File: src/rtl/pma_pkg.sv
package pma_pkg;

  typedef enum logic [1:0] {
    MATCH_OFF   = 2'd0,
    MATCH_TOR   = 2'd1,
    MATCH_NA4   = 2'd2,
    MATCH_NAPOT = 2'd3
  } match_mode_e;

  typedef enum logic [1:0] {
    ACC_READ   = 2'd0,
    ACC_WRITE  = 2'd1,
    ACC_EXEC   = 2'd2,
    ACC_ATOMIC = 2'd3
  } acc_kind_e;

  typedef struct packed {
    logic        lock;
    logic        cache;
    logic        amo;
    match_mode_e mode;
    logic        x;
    logic        w;
    logic        r;
  } attr_cfg_t;

  localparam logic [1:0] PRIV_MACHINE = 2'b11;

  localparam attr_cfg_t CFG_CATCH_ALL = '{lock: 1'b0, cache: 1'b1, amo: 1'b1,
                                          mode: MATCH_NAPOT, x: 1'b1, w: 1'b1,
                                          r: 1'b1};

endpackage

File: src/rtl/pma_regfile.sv
module pma_regfile
  import pma_pkg::*;
#(
  parameter int N_ENTRY   = 16,
  parameter int XLEN      = 32,
  parameter int AW        = 30,
  parameter int ADDR_BASE = 16,
  parameter int SEL_W     = 5
) (
  input  logic                          clk,
  input  logic                          rst_n,
  input  logic                          csr_we,
  input  logic [1:0]                    csr_priv,
  input  logic [SEL_W-1:0]              csr_sel,
  input  logic [XLEN-1:0]               csr_wdata,
  output attr_cfg_t [N_ENTRY-1:0]       cfg_q,
  output logic [N_ENTRY-1:0][AW-1:0]    addr_q
);

  localparam int PER_REG = XLEN / 8;

  attr_cfg_t [N_ENTRY-1:0]    cfg_d;
  logic [N_ENTRY-1:0][AW-1:0] addr_d;
  logic                       wr_en;

  assign wr_en = csr_we && (csr_priv == PRIV_MACHINE);

  always_comb begin
    cfg_d  = cfg_q;
    addr_d = addr_q;
    for (int i = 0; i < N_ENTRY; i++) begin
      if (csr_sel == SEL_W'(ADDR_BASE + i)) begin
        addr_d[i] = csr_wdata[AW-1:0];
      end
      if (csr_sel == SEL_W'(i / PER_REG)) begin
        cfg_d[i] = attr_cfg_t'(csr_wdata[(i % PER_REG)*8 +: 8]);
      end
    end
  end

  always_ff @(posedge clk or negedge rst_n) begin
    if (!rst_n) begin
      for (int i = 0; i < N_ENTRY; i++) begin
        cfg_q[i]  <= (i == N_ENTRY - 1) ? CFG_CATCH_ALL : attr_cfg_t'('0);
        addr_q[i] <= (i == N_ENTRY - 1) ? {AW{1'b1}} : {AW{1'b0}};
      end
    end else if (wr_en) begin
      cfg_q  <= cfg_d;
      addr_q <= addr_d;
    end
  end

  assert_low_priv_ignored_R2: assert property (@(posedge clk) disable iff (!rst_n)
    (csr_we && csr_priv != PRIV_MACHINE) |=> ($stable(cfg_q) && $stable(addr_q)));

endmodule

File: config.mk
export PLATFORM = sky130hd
export DESIGN_NAME = pma_regfile
export DESIGN_NICKNAME = d
export VERILOG_FILES = /design/src/rtl/pma_pkg.sv /design/src/rtl/pma_regfile.sv
export SDC_FILE = /design/constraint.sdc
export NUM_CORES = 1
export LEC_CHECK = 0
export BUFFER_PORTS_ARGS = -buffer_cell sky130_fd_sc_hd__buf_2
export CAP_MARGIN = 20
export CORE_AREA = 2 2 252 254
export CTS_BUF_LIST = sky130_fd_sc_hd__clkbuf_16
export CTS_CLUSTER_SIZE = 40
export DETAILED_ROUTE_END_ITERATION = 10
export DIE_AREA = 0 0 254 256
export MAX_ROUTING_LAYER = met4
export PLACE_DENSITY_LB_ADDON = 0.08
export SKIP_LAST_GASP = 1
export SYNTH_ARGS = -nofsm -noshare
export SYNTH_HDL_FRONTEND = slang
export SYNTH_SLANG_ARGS = --single-unit
File: constraint.sdc
create_clock -name clk -period 1.5 [get_ports clk]
set_input_delay 0.225 -clock clk [delete_from_list [all_inputs] [get_ports clk]]
set_output_delay 0.225 -clock clk [all_outputs]
set_load 0.05 [all_outputs]
; After elaboration in Yosys (flattened, before gate mapping)
; Cells that the tools add are included.
[op_classes]
reduce_logical = 22
n_eq_ne = 20
[op_table]
columns = operator, n
row1 = $eq 5x5->1 const B, 16
row2 = $reduce_and 2->1, 20
row3 = $eq 5x2->1 const B, 2
row4 = $eq 5x1->1 const B, 1
row5 = $logic_not 5->1, 1
row6 = $eq 2x2->1 const B, 1
row7 = $logic_and 1x1->1, 1
[word_totals]
ff_bits = 608
elab_cells = 170

; Logic depth before layout (Yosys ltp)
; Gate-level depths: netlist of the first run.
[depth]
depth_word = 3
mapped_depth = 5
depth_no_buf = 3

; Worst setup path before layout of the first run
; OpenSTA, ideal clock, no wires.
[synth_timing]
path_kind = in2reg
start = input port csr_sel[2]
end = register addr_q[150] in the netlist's numbering
stages = 5
setup_time_ps = 125
required_time_ps = 1375
setup_slack_ps = -53
t_arrival_ps = 1428
path_cell_list = buf_2 inv_1 nor4_1 buf_2 mux2_2
[synth_between]
elab_chain_len = 2
[synth_lines]
columns = element, line
row1 = from (decl), pma_regfile.sv:14  ; input logic [SEL_W-1:0] csr_sel,
row2 = $eq 5x5->1, pma_regfile.sv:32  ; if (csr_sel == SEL_W'(ADDR_BASE + i)) begin
row3 = $reduce_and 2->1 (no line), -
row4 = "to (signal, indexed assignment)", pma_regfile.sv:45  ; addr_q[i] <= (i == N_ENTRY - 1) ? {AW{1'b1}} : {AW{1'b0}};
row5 = to (signal assigned), pma_regfile.sv:49  ; addr_q <= addr_d;
row6 = to (decl), pma_regfile.sv:17  ; output logic [N_ENTRY-1:0][AW-1:0] addr_q
; Every way passes these cells.
; A chain may end at the register's enable or synchronous reset.

; Final worst setup path of the first run
[layout_timing]
start = register addr_q[458] in the netlist's numbering
end = output port addr_q[458] in the netlist's numbering
; No word-level cell between the ends.

==> results.md, run 1 <==
* Critical path class: flip-flop to primary output
* Clock Latency Late Sink at 0.58 ns
* Setup crit start kind: flip-flop
* Router iterations before antenna repair at 4
* Average cell area after synthesis at 16.66 um2
* Hold Slack at 0.06206 ns
* DRT iter0 DRCs at 581
* Worst setup path startpoint: addr_q[458]$_DFFE_PN1P_
* Power per Cell Area at 1434 mW/mm2
* Clk root buf: clkbuf_16
* Placed cell areas at 0.02786 mm2
* CP arrival at 1.30 ns
* Final Setup Violations at 35
* Slew headroom at 0.4810
* Setup Skew at 0 ns
* Buf/Inv on CP at 1
* FF-to-FF path depth at 2
* Commonest cells in the netlist: mux2_2 (601), dfrtp_1 (571), buf_2 (62), clkbuf_1 (61), dfstp_2 (37)
* Crit-path max cell delay at 0.56 ns
* Tcrit/Tclk final at 1.014
* Max-slew violations at 0
* CTS buffer count at 68
* Worst Setup Slack, final at -0.02084 ns
* Cell taking the most area after synthesis: dfrtp_1
* TritonCTS clock tree: built
* Fin area at 0.03057 mm2
* Layout net count at 2102
* Synth area leaders: dfrtp_1 (63%), mux2_2 (30%), dfstp_2 (4.3%)
* Routability cong. at 0.7957
* Unrepaired setup endpoints after global routing: true
* Total Die Area at 0.06502 mm2
* Gr ovfl total at 0
* Placement Rows at 92
* Clock transition at path regs at 0.06 ns
* Post-DP HPWL at 55.96 mm
* Ports at 650
* Overall routed net length at 78.39 mm
* Tot GR Track Use at 0.2484
* Worst slew pin tran at 0.7785 ns
* Most common cell in the netlist: mux2_2
* Final min period at 1.521 ns
* HP Class: primary input to async pin
* Slowest-stage cell, CP: dfstp_2
* Failing checks: setup timing
* Max cap viols at 0
* Sequential area share after synthesis at 0.6676
* IO Port Bufs at 649
* Max Clock Freq at 657.5 MHz
* LEAKAGE at 0.01682 uW
* Crit Path Max Fanout at 2
* Crit Reg-Reg Endpoint: addr_q[450]$_DFFE_PN1P_
* Clk buf depth at 3
* Synth Instances at 1372
* Hold Fails Final Rpt at 0
* Primary FF master, synth: dfrtp_1
* Worst VDD drop at 0.9095 mV
* Die W at 254 um
* CP endpoint kind: primary output
* Status: finished with violations
* Chip Height at 256 um
* Post-Synthesis Cell Area at 0.02286 mm2
* Fin cells at 2963
* Clock sink count at 608
* Register bit count reported by yosys at 608
* Largest net degree at the start of global routing at 73
* Number of synthesized flops with an enable pin at 0
* Crit-path leading delay family: flip-flops
* Post-synth top area share at 0.6250
* Flop2flop setup slack at 0.66 ns
* Vias in the first global route at 15250
* Filler instances at 5568
* Unique masters post-synth at 18
* Area grow syn2layout at 33.73%
* First-pass GRT wire length at 112.8 mm
* Layout cells sized above 1 at 0.6979
* DR DRC count at 0
* Crit-path cells: buf_8
* Syn Nets at 1414
* Wire length per cell at 26.45 um
* Setup TNS at -0.3138 ns
* Vias per std cell at 4.873
* Initial antenna violation count at 8
* Worst endpoint required time at 1.27 ns
* Antenna viol nets, final at 0
* Total number of vias at 14440
* Ys Warns at 0
* Async set or reset register ratio after synthesis at 1.000
* Post-Place Cells at 2832
* Post-layout util at 0.4900
* Initial Util at 0.3664
* H-tree levels at 3
* FF-to-FF Start: addr_q[450]$_DFFE_PN1P_
* Core area at 0.06239 mm2
[per-stage QoR]
| stage | power [uW] | worst slack, ns |
|---|---|---|
| CTS | 44380 | -0.06018 |
| finish | 43850 | -0.02084 |
| floorplan | 24890 | -0.03124 |
| global placement | 27820 | -0.3680 |
| global route | 45470 | -0.06118 |
| detailed placement | 27920 | -0.3944 |
[metal layers]
| layer | vias up | global-route usage | routed length [um] |
|---|---|---|---|
| met5 | - | - | 0 |
| met4 | 0 | 0.09657 | 2870 |
| met3 | 131 | 0.07251 | 5969 |
| met2 | 501 | 0.3978 | 38210 |
| met1 | 7615 | 0.2945 | 31340 |
| li1 | 6191 | - | - |
[sequential cells by signal, summed over array words and instances (netlist names)]
name and cells:
addr_q 480, cfg_q 128
[final cells by class]
| type | count | area, um2 | area share |
|---|---|---|---|
| clock inverters | 51 | 342.8 | 0.01121 |
| well taps | 846 | 1059 | 0.03462 |
| clock buffers | 71 | 1777 | 0.05812 |
| inverters | 1 | 3.754 | 0.0001228 |
| diodes | 5 | 12.51 | 0.0004093 |
| repair buffers | 741 | 5014 | 0.1640 |
| multi-input cells | 640 | 7103 | 0.2323 |
| flip-flops and latches | 608 | 15260 | 0.4992 |
[cell families after synthesis]
logic type	Yosys count	synth area share
flip-flops	608	0.6676
buffers and inverters	124	0.02375
multiplexers	608	0.2995
AND/OR/NAND/NOR	32	0.009194
[repair_timing]
action	in CTS	in global routing
cloned	0	0
setup endpoints to repair	69	71
buffers inserted	1	0
hold buffers	3	0
pin swaps	0	0
endpoints found under the hold margin	348	0
gates resized for setup	144	35
[worst reg2reg max path: cells and delay by family (launching register included)]
kind	cells	cell delay (ns)
buffers and inverters	1	0.11
multiplexers	1	0.13
flip-flops	1	0.55
[power breakdown]
part           total (uW)  internal [uW]  switching [uW]
clock network       16000           9370            6640
registers           18500          17800             708
logic                9310           2350            6970
[worst max-delay path by stage]
stage                     slack [ns]                 endpoint  cells after the start
after floorplan                -0.03    cfg_q[64]$_DFFE_PN0P_                      5
after CTS                      -0.06               cfg_q[125]                      1
after detailed placement       -0.39  addr_q[411]$_DFFE_PN0P_                      6
after global routing           -0.06              addr_q[477]                      1
final                          -0.02              addr_q[458]                      1
after global placement         -0.37  addr_q[411]$_DFFE_PN0P_                      6
[placed cells by master, fill, tap and decap left out, types with 2 or more instances in the layout]
cell type	n
mux2_2	601
dfrtp_1	571
buf_2	545
buf_4	79
clkbuf_16	71
buf_12	42
dfstp_2	37
buf_8	37
clkbuf_4	34
inv_1	22
clkinv_1	14
nand4_1	9
clkinv_2	9
mux2_1	7
diode_2	5
bufinv_16	5
nand3_2	3
nor3_2	3
dlygate4sd3_1	3
and4_1	2
nor2_1	2
nor2b_1	2
nand4b_1	2
nand2b_1	2
nor4_2	2
nand2_1	2
No activity file was read; power rests on OpenSTA's default activity.
==> inputs of run 2 (changes only) <==
--- a/config.mk
+++ b/config.mk
@@ -8,7 +8,6 @@
 export BUFFER_PORTS_ARGS = -buffer_cell sky130_fd_sc_hd__buf_2
 export CAP_MARGIN = 20
 export CORE_AREA = 2 2 252 254
-export CTS_BUF_LIST = sky130_fd_sc_hd__clkbuf_16
 export CTS_CLUSTER_SIZE = 40
 export DETAILED_ROUTE_END_ITERATION = 10
 export DIE_AREA = 0 0 254 256
@@ -18,3 +17,4 @@
 export SYNTH_ARGS = -nofsm -noshare
 export SYNTH_HDL_FRONTEND = slang
 export SYNTH_SLANG_ARGS = --single-unit
+export TNS_END_PERCENT = 30
==> run 2 against run 1 <==
  * The flow still finishes with violations (setup timing)
  * Worst setup slack got worse by 0.017 ns
  * Power is 0.12% lower
  * Count of clock-buffer cells in the layout rose by 36
  * Utilization is 0.28 points lower
  * Maximum frequency decreased by 1.1%
  * Register-to-register slack gained 0.02 ns
  * Clock power barely moved
  * First-iteration DRC count grew 19%
  * Hold slack better by 0.048 ns
  * Non-clock buffer count up 1
==> results.md, run 2 (same netlist as run 1, synthesis figures left out) <==
* Filler instances at 5647 (+1.4%)
* Overall routed net length at 77.92 mm (-0.59%)
* Slew headroom at 0.4970 (+0.01603)
* Vias per std cell at 4.887 (+0.29%)
* Combinational Power Share at 0.210 (-0.002)
* Post-DP HPWL at 55.80 mm (-0.28%)
* Power per Cell Area at 1441 mW/mm2 (+0.44%)
* Ports at 650 (unchanged)
* Layout net count at 2102 (unchanged)
* Final min period at 1.537 ns (+0.01650 ns)
* Hold Fails Final Rpt at 0 (unchanged)
* FF-to-FF path depth at 1 (-1)
* CP arrival at 1.31 ns (about the same)
* Hold path cells at 3
* Largest net degree at the start of global routing at 64 (-12%)
* Sequential power share at 0.423 (about the same)
* Max-slew violations at 0 (unchanged)
* Placement Rows at 92 (unchanged)
* Layout cells sized above 1 at 0.7009 (+0.003031)
* Clk root buf: clkbuf_16
* LEAKAGE at 0.01673 uW (-0.54%)
* Crit Path Max Fanout at 2 (unchanged)
* Unrepaired setup endpoints after global routing: true
* Worst slew pin tran at 0.7545 ns (-0.02405 ns)
* Clock Latency Late Sink at 0.59 ns (about the same)
* Sequential cell area at 0.01526 mm2 (unchanged)
* Flop2flop setup slack at 0.68 ns (+0.02 ns)
* First-pass GRT wire length at 112.2 mm (-0.56%)
* Hold Path Sink: addr_q[49]$_DFFE_PN0P_
* Antenna viol nets, final at 0 (unchanged)
* Critical path class: flip-flop to primary output
* HP Class: primary input to flip-flop
* Hold_sp: csr_wdata[19]
* Most frequent cells in the layout: mux2_2 (601), buf_2 (600), dfrtp_1 (571)
* TritonCTS clock tree: built
* Worst setup path startpoint: addr_q[465]$_DFFE_PN1P_
* Slowest-stage cell, CP: dfstp_2
* Worst endpoint required time at 1.27 ns (about the same)
* IO Port Bufs at 649 (unchanged)
* Top flop regs: addr_q (480), cfg_q (128)
* Total power draw at 43790 uW (-0.12%)
* CTS buffer count at 67 (-1.5%)
* DRT iter0 DRCs at 691 (+19%)
* Crit-path cells: buf_8
* Cell internal pwr at 29490 uW (-0.16%)
* Tcrit/Tclk final at 1.025 (+0.01100)
* Clk buf depth at 3 (unchanged)
* H-tree levels at 3 (unchanged)
* Max cap viols at 0 (unchanged)
* Total Die Area at 0.06502 mm2 (unchanged)
* Clock sink count at 608 (unchanged)
* Wire length per cell at 26.31 um (-0.56%)
* Chip Height at 256 um (unchanged)
* Worst VDD drop at 0.9066 mV (-0.32%)
* Initial antenna violation count at 9 (+1)
* Failing checks: setup timing
* Core area at 0.06239 mm2 (unchanged)
* Gr ovfl total at 0 (unchanged)
* Multi-input logic area at 0.007103 mm2 (unchanged)
* Post-Place Cells at 2834 (+0.071%)
* Commonest non-fill, non-tap cell in the layout: mux2_2
* Area grow syn2layout at 32.98%
* Buf/Inv on CP at 1 (unchanged)
* Vias in the first global route at 15310 (+0.33%)
* FF-to-FF Start: addr_q[258]$_DFFE_PN0P_
* Die W at 254 um (unchanged)
* Setup Skew at 0 ns (unchanged)
* Clk pwr share at 0.367 (+0.002)
* Initial Util at 0.3664 (unchanged)
* CP endpoint kind: primary output
* Crit-path leading delay family: flip-flops
* Crit-path max cell delay at 0.57 ns (about the same)
* Sw frac at 0.3267 (about the same)
* Router iterations before antenna repair at 6 (+2)
* Biggest register: addr_q
* Crit Reg-Reg Endpoint: addr_q[258]$_DFFE_PN0P_
* DR DRC count at 0 (unchanged)
* Tot GR Track Use at 0.2475 (-0.0008285)
* Total number of vias at 14480 (+0.26%)
* Worst Setup Slack, final at -0.03734 ns (-0.01650 ns)
* Clock transition at path regs at 0.06 ns (about the same)
* Routability cong. at 0.8093 (+1.7%)
* Final Setup Violations at 37 (+5.7%)
* Setup crit start kind: flip-flop
* Max Clock Freq at 650.5 MHz (-1.1%)
* P_sw at 14310 uW (about the same)
* Status: finished with violations
* Max FFs per register at 480 (unchanged)
* Fin cells at 2962 (-0.034%)
## run 2: changes by cell type in the layout (fill, tap and decap cells not counted), moves of 4 or more
cell	change
clkbuf_1	+28
clkbuf_4	-25
buf_4	-26
buf_2	+55
buf_12	-4
inv_1	-21
clkbuf_8	+9
clkinv_1	-14
## run 2: area by class of cell
class / instances / share of cell area
Sequential cell: 608 / 0.5020
Antenna cell: 6 / 0.0004939
Clock inverter: 12 / 0.004857
Timing Repair Buffer: 742 / 0.1589
Tap cell: 846 / 0.03482
Clock buffer: 107 / 0.06515
Inverter: 1 / 0.0001235
Multi-Input combinational cell: 640 / 0.2337
## run 2: how the worst max path moves through the flow
stage	endpoint	slack, ns	depth (start not counted)
4_1_cts	addr_q[463]	-0.08	1
6_report	addr_q[465]	-0.04	1
5_1_grt	addr_q[463]	-0.08	1
3_5_place_dp	cfg_q[22]$_DFFE_PN0P_	-0.37	5
2_1_floorplan	addr_q[150]$_DFFE_PN0P_	-0.05	5
3_3_place_gp	cfg_q[30]$_DFFE_PN0P_	-0.33	5
## run 2: power by group through the flow
stage / Sequential (uW) / Combinational, uW / Clock [uW]
after floorplan: 23500 / 1370 / 0
after global placement: 18700 / 9080 / 0
after detailed placement: 18700 / 9130 / 0
after CTS: 18500 / 9280 / 16500
after global routing: 18700 / 9540 / 17200
final: 18500 / 9200 / 16100
## run 2: routing by layer
layer	track usage	wire length, um
met1	0.2932	30960
met2	0.4049	39030
met3	0.07027	5406
met4	0.08235	2521
met5	-	0
## run 2: repair_timing
| action | CTS | global route |
|---|---|---|
| buffers inserted | 0 | 0 |
| gates cloned | 0 | 0 |
| resized for setup | 92 | 30 |
| hold buffers | 3 | 0 |
| setup endpoints to repair | 86 | 162 |
| endpoints found under the hold margin | 435 | 0 |
## run 2: through the flow
| stage | setup WS [ns] | setup TNS (ns) | utilization | hold WS, ns | cell area, um2 |
|---|---|---|---|---|---|
| floorplan | -0.05252 | -3.439 | - | -0.07059 | 22860 |
| CTS | -0.07817 | -2.808 | 0.4855 | 0.08370 | 30290 |
| global route | -0.08159 | -3.369 | 0.4872 | 0.1021 | 30400 |
| detailed placement | -0.3685 | -112.61 | 0.4462 | 0.1399 | 27840 |
| finish | -0.03734 | -0.5431 | 0.4872 | 0.1102 | 30400 |
| global placement | -0.3349 | -103.08 | 0.4462 | 0.1406 | 27840 |
==> inputs of run 3 (changes only) <==
--- a/config.mk
+++ b/config.mk
@@ -5,7 +5,7 @@
 export SDC_FILE = /design/constraint.sdc
 export NUM_CORES = 1
 export LEC_CHECK = 0
-export BUFFER_PORTS_ARGS = -buffer_cell sky130_fd_sc_hd__buf_2
+export BUFFER_PORTS_ARGS = -buffer_cell sky130_fd_sc_hd__buf_4
 export CAP_MARGIN = 20
 export CORE_AREA = 2 2 252 254
 export CTS_CLUSTER_SIZE = 40
@@ -13,6 +13,7 @@
 export DIE_AREA = 0 0 254 256
 export MAX_ROUTING_LAYER = met4
 export PLACE_DENSITY_LB_ADDON = 0.08
+export RECOVER_POWER = 25
 export SKIP_LAST_GASP = 1
 export SYNTH_ARGS = -nofsm -noshare
 export SYNTH_HDL_FRONTEND = slang
==> run 3 against run 2 <==
  * The run still ends with setup timing left
  * Via count is essentially flat
  * Sequential power is essentially flat
  * Sequential share of layout area shrank 2.0 points
  * Wire length grew 2.5%
  * Combinational power grew 7.6%
  * Die area is the same
  * Utilization grew 2.0 points
  * First-iteration DRC count grew 0.14%
  * Critical path type unchanged
  * Critical endpoint is now addr_q[474]
  * Largest cell class unchanged
==> results.md, run 3 (same netlist as run 1, synthesis figures left out) <==
* Die W at 254 um (unchanged)
* Clock sink count at 608 (unchanged)
* Chip Height at 256 um (unchanged)
* Max Clock Freq at 645.8 MHz (-0.72%)
* Clock Latency Late Sink at 0.60 ns (about the same)
* Unrepaired setup endpoints after global routing: true
* IO Port Bufs at 649 (unchanged)
* Power per Cell Area at 1421 mW/mm2 (-1.3%)
* Setup TNS at -0.9171 ns (-0.3740 ns)
* Initial antenna violation count at 8 (-1)
* Vias per std cell at 4.887 (about the same)
* Status: finished with violations
* Crit-path leading delay family: flip-flops
* Post-Place Cells at 2829 (-0.18%)
* Most frequent cells in the layout: buf_4 (649), mux2_2 (601), dfrtp_1 (571)
* Worst Setup Slack, final at -0.04848 ns (-0.01114 ns)
* Max cap viols at 0 (unchanged)
* LEAKAGE at 0.01672 uW (about the same)
* Total number of vias at 14470 (-0.062%)
* DR DRC count at 0 (unchanged)
* Hold Fails Final Rpt at 0 (unchanged)
* CP arrival at 1.32 ns (about the same)
* Setup crit start kind: flip-flop
* Tcrit/Tclk final at 1.032 (+0.007424)
* Fin cells at 2960 (-0.068%)
* FF-to-FF path depth at 1 (unchanged)
* Layout cells sized above 1 at 0.7046 (+0.003651)
* TritonCTS clock tree: built
* Crit-path cells: buf_8
* First-pass GRT wire length at 114.2 mm (+1.8%)
* Router iterations before antenna repair at 4 (-2)
* Failing checks: setup timing
* Overall routed net length at 79.85 mm (+2.5%)
* Wire length per cell at 26.98 um (+2.5%)
* Vias in the first global route at 15330 (+0.16%)
* Antenna viol nets, final at 0 (unchanged)
* CP endpoint kind: primary output
* H-tree levels at 3 (unchanged)
* Core area at 0.06239 mm2 (unchanged)
* Ports at 650 (unchanged)
* WP depth at 1 (unchanged)
* Max FFs per register at 480 (unchanged)
* CTS buffer count at 68 (+1.5%)
* HP Class: primary input to async pin
* Worst VDD drop at 0.8462 mV (-6.7%)
* Layout net count at 2098 (-0.19%)
* Clock transition at path regs at 0.06 ns (about the same)
* Worst slew pin tran at 0.8736 ns (+0.1191 ns)
* Slew headroom at 0.4176 (-0.07940)
* Worst endpoint required time at 1.27 ns (about the same)
* Gr ovfl total at 0 (unchanged)
* Setup Skew at 0 ns (unchanged)
* Crit Reg-Reg Endpoint: addr_q[96]$_DFFE_PN0P_
* DRT iter0 DRCs at 692 (+0.14%)
* Critical path class: flip-flop to primary output
* Flop2flop setup slack at 0.68 ns (about the same)
* Largest net degree at the start of global routing at 66 (+3.1%)
* Buf/Inv on CP at 1 (unchanged)
* Tot GR Track Use at 0.2523 (+0.004746)
* Routability cong. at 0.8046 (-0.58%)
* Clk buf depth at 3 (unchanged)
* Placement Rows at 92 (unchanged)
* Clk root buf: clkbuf_16
* Slowest-stage cell, CP: dfstp_2
* Final Setup Violations at 37 (unchanged)
* FF-to-FF Start: addr_q[96]$_DFFE_PN0P_
* Top flop regs: addr_q (480), cfg_q (128)
* Crit Path Max Fanout at 2 (unchanged)
* Area grow syn2layout at 38.55%
* Max-slew violations at 0 (unchanged)
* Total Die Area at 0.06502 mm2 (unchanged)
* Biggest register: addr_q
* Hold Slack at 0.1069 ns (-0.003271 ns)
* Commonest non-fill, non-tap cell in the layout: buf_4
* Crit-path max cell delay at 0.56 ns (about the same)
* Initial Util at 0.3664 (unchanged)
* Final min period at 1.548 ns (+0.01114 ns)
* Postcts setup bufs at 0 (unchanged)
* Post-DP HPWL at 56.77 mm (+1.7%)
==> run 3: cell count changes in the layout (fill, tap and decap cells not counted), sizes merged <==
cell	delta
clkbuf	+5
clkinv	+9
clkinvlp	+3
diode	-1
inv	-1
buf	-17
==> run 3: layout make-up <==
| cell class | instances | area, um2 |
|---|---|---|
| Tap cell | 846 | 1059 |
| Clock inverter | 23 | 206.4 |
| Inverter | 1 | 3.754 |
| Multi-Input combinational cell | 640 | 7103 |
| Antenna cell | 5 | 12.51 |
| Sequential cell | 608 | 15260 |
| Fill cell | 5446 | 30720 |
| Timing Repair Buffer | 737 | 6002 |
| Clock buffer | 100 | 2027 |
==> run 3: worst max path at each step <==
stage / from / slack (ns) / endpoint
2_1_floorplan: csr_sel[2] / -0.05 / addr_q[150]$_DFFE_PN0P_
3_3_place_gp: csr_sel[3] / -0.27 / cfg_q[36]$_DFFE_PN0P_
3_5_place_dp: csr_sel[3] / -0.31 / cfg_q[37]$_DFFE_PN0P_
4_1_cts: addr_q[474]$_DFFE_PN1P_ / -0.09 / addr_q[474]
5_1_grt: addr_q[474]$_DFFE_PN1P_ / -0.09 / addr_q[474]
6_report: addr_q[474]$_DFFE_PN1P_ / -0.05 / addr_q[474]
==> run 3: per-stage QoR <==
step           cell area, um2  total power, uW  utilization  setup slack [ns]
6_report                31670            45020       0.5077          -0.04848
5_1_grt                 31670            46640       0.5077          -0.09121
4_1_cts                 31780            45600       0.5093          -0.08897
3_5_place_dp            29360            28790       0.4705           -0.3088
3_3_place_gp            29360            28690       0.4705           -0.2683
2_1_floorplan           22860            24880            -          -0.05252
==> run 3: layer usage <==
metal,vias to the layer above,GRT usage,wire length [um]
met5,-,-,0
met4,0,0.09771,2974
met3,128,0.07943,5999
met2,435,0.4072,39040
met1,7702,0.2929,31830
li1,6201,-,-
==> run 3: where the power goes <==
group          switching (uW)  leakage, uW  internal [uW]  total [uW]
registers                 756      0.00815          17800       18600
clock network            6800      0.00110           9760       16600
logic                    6980      0.00746           2920        9900
total                   14500       0.0167          30500       45000
==> run 3: repair_timing <==
item	in CTS	in global routing
resized for setup	42	8
hold endpoints to repair	304	0
setup endpoints to repair	38	38
cloned	0	0
hold buffers	3	0
pin swaps	0	0
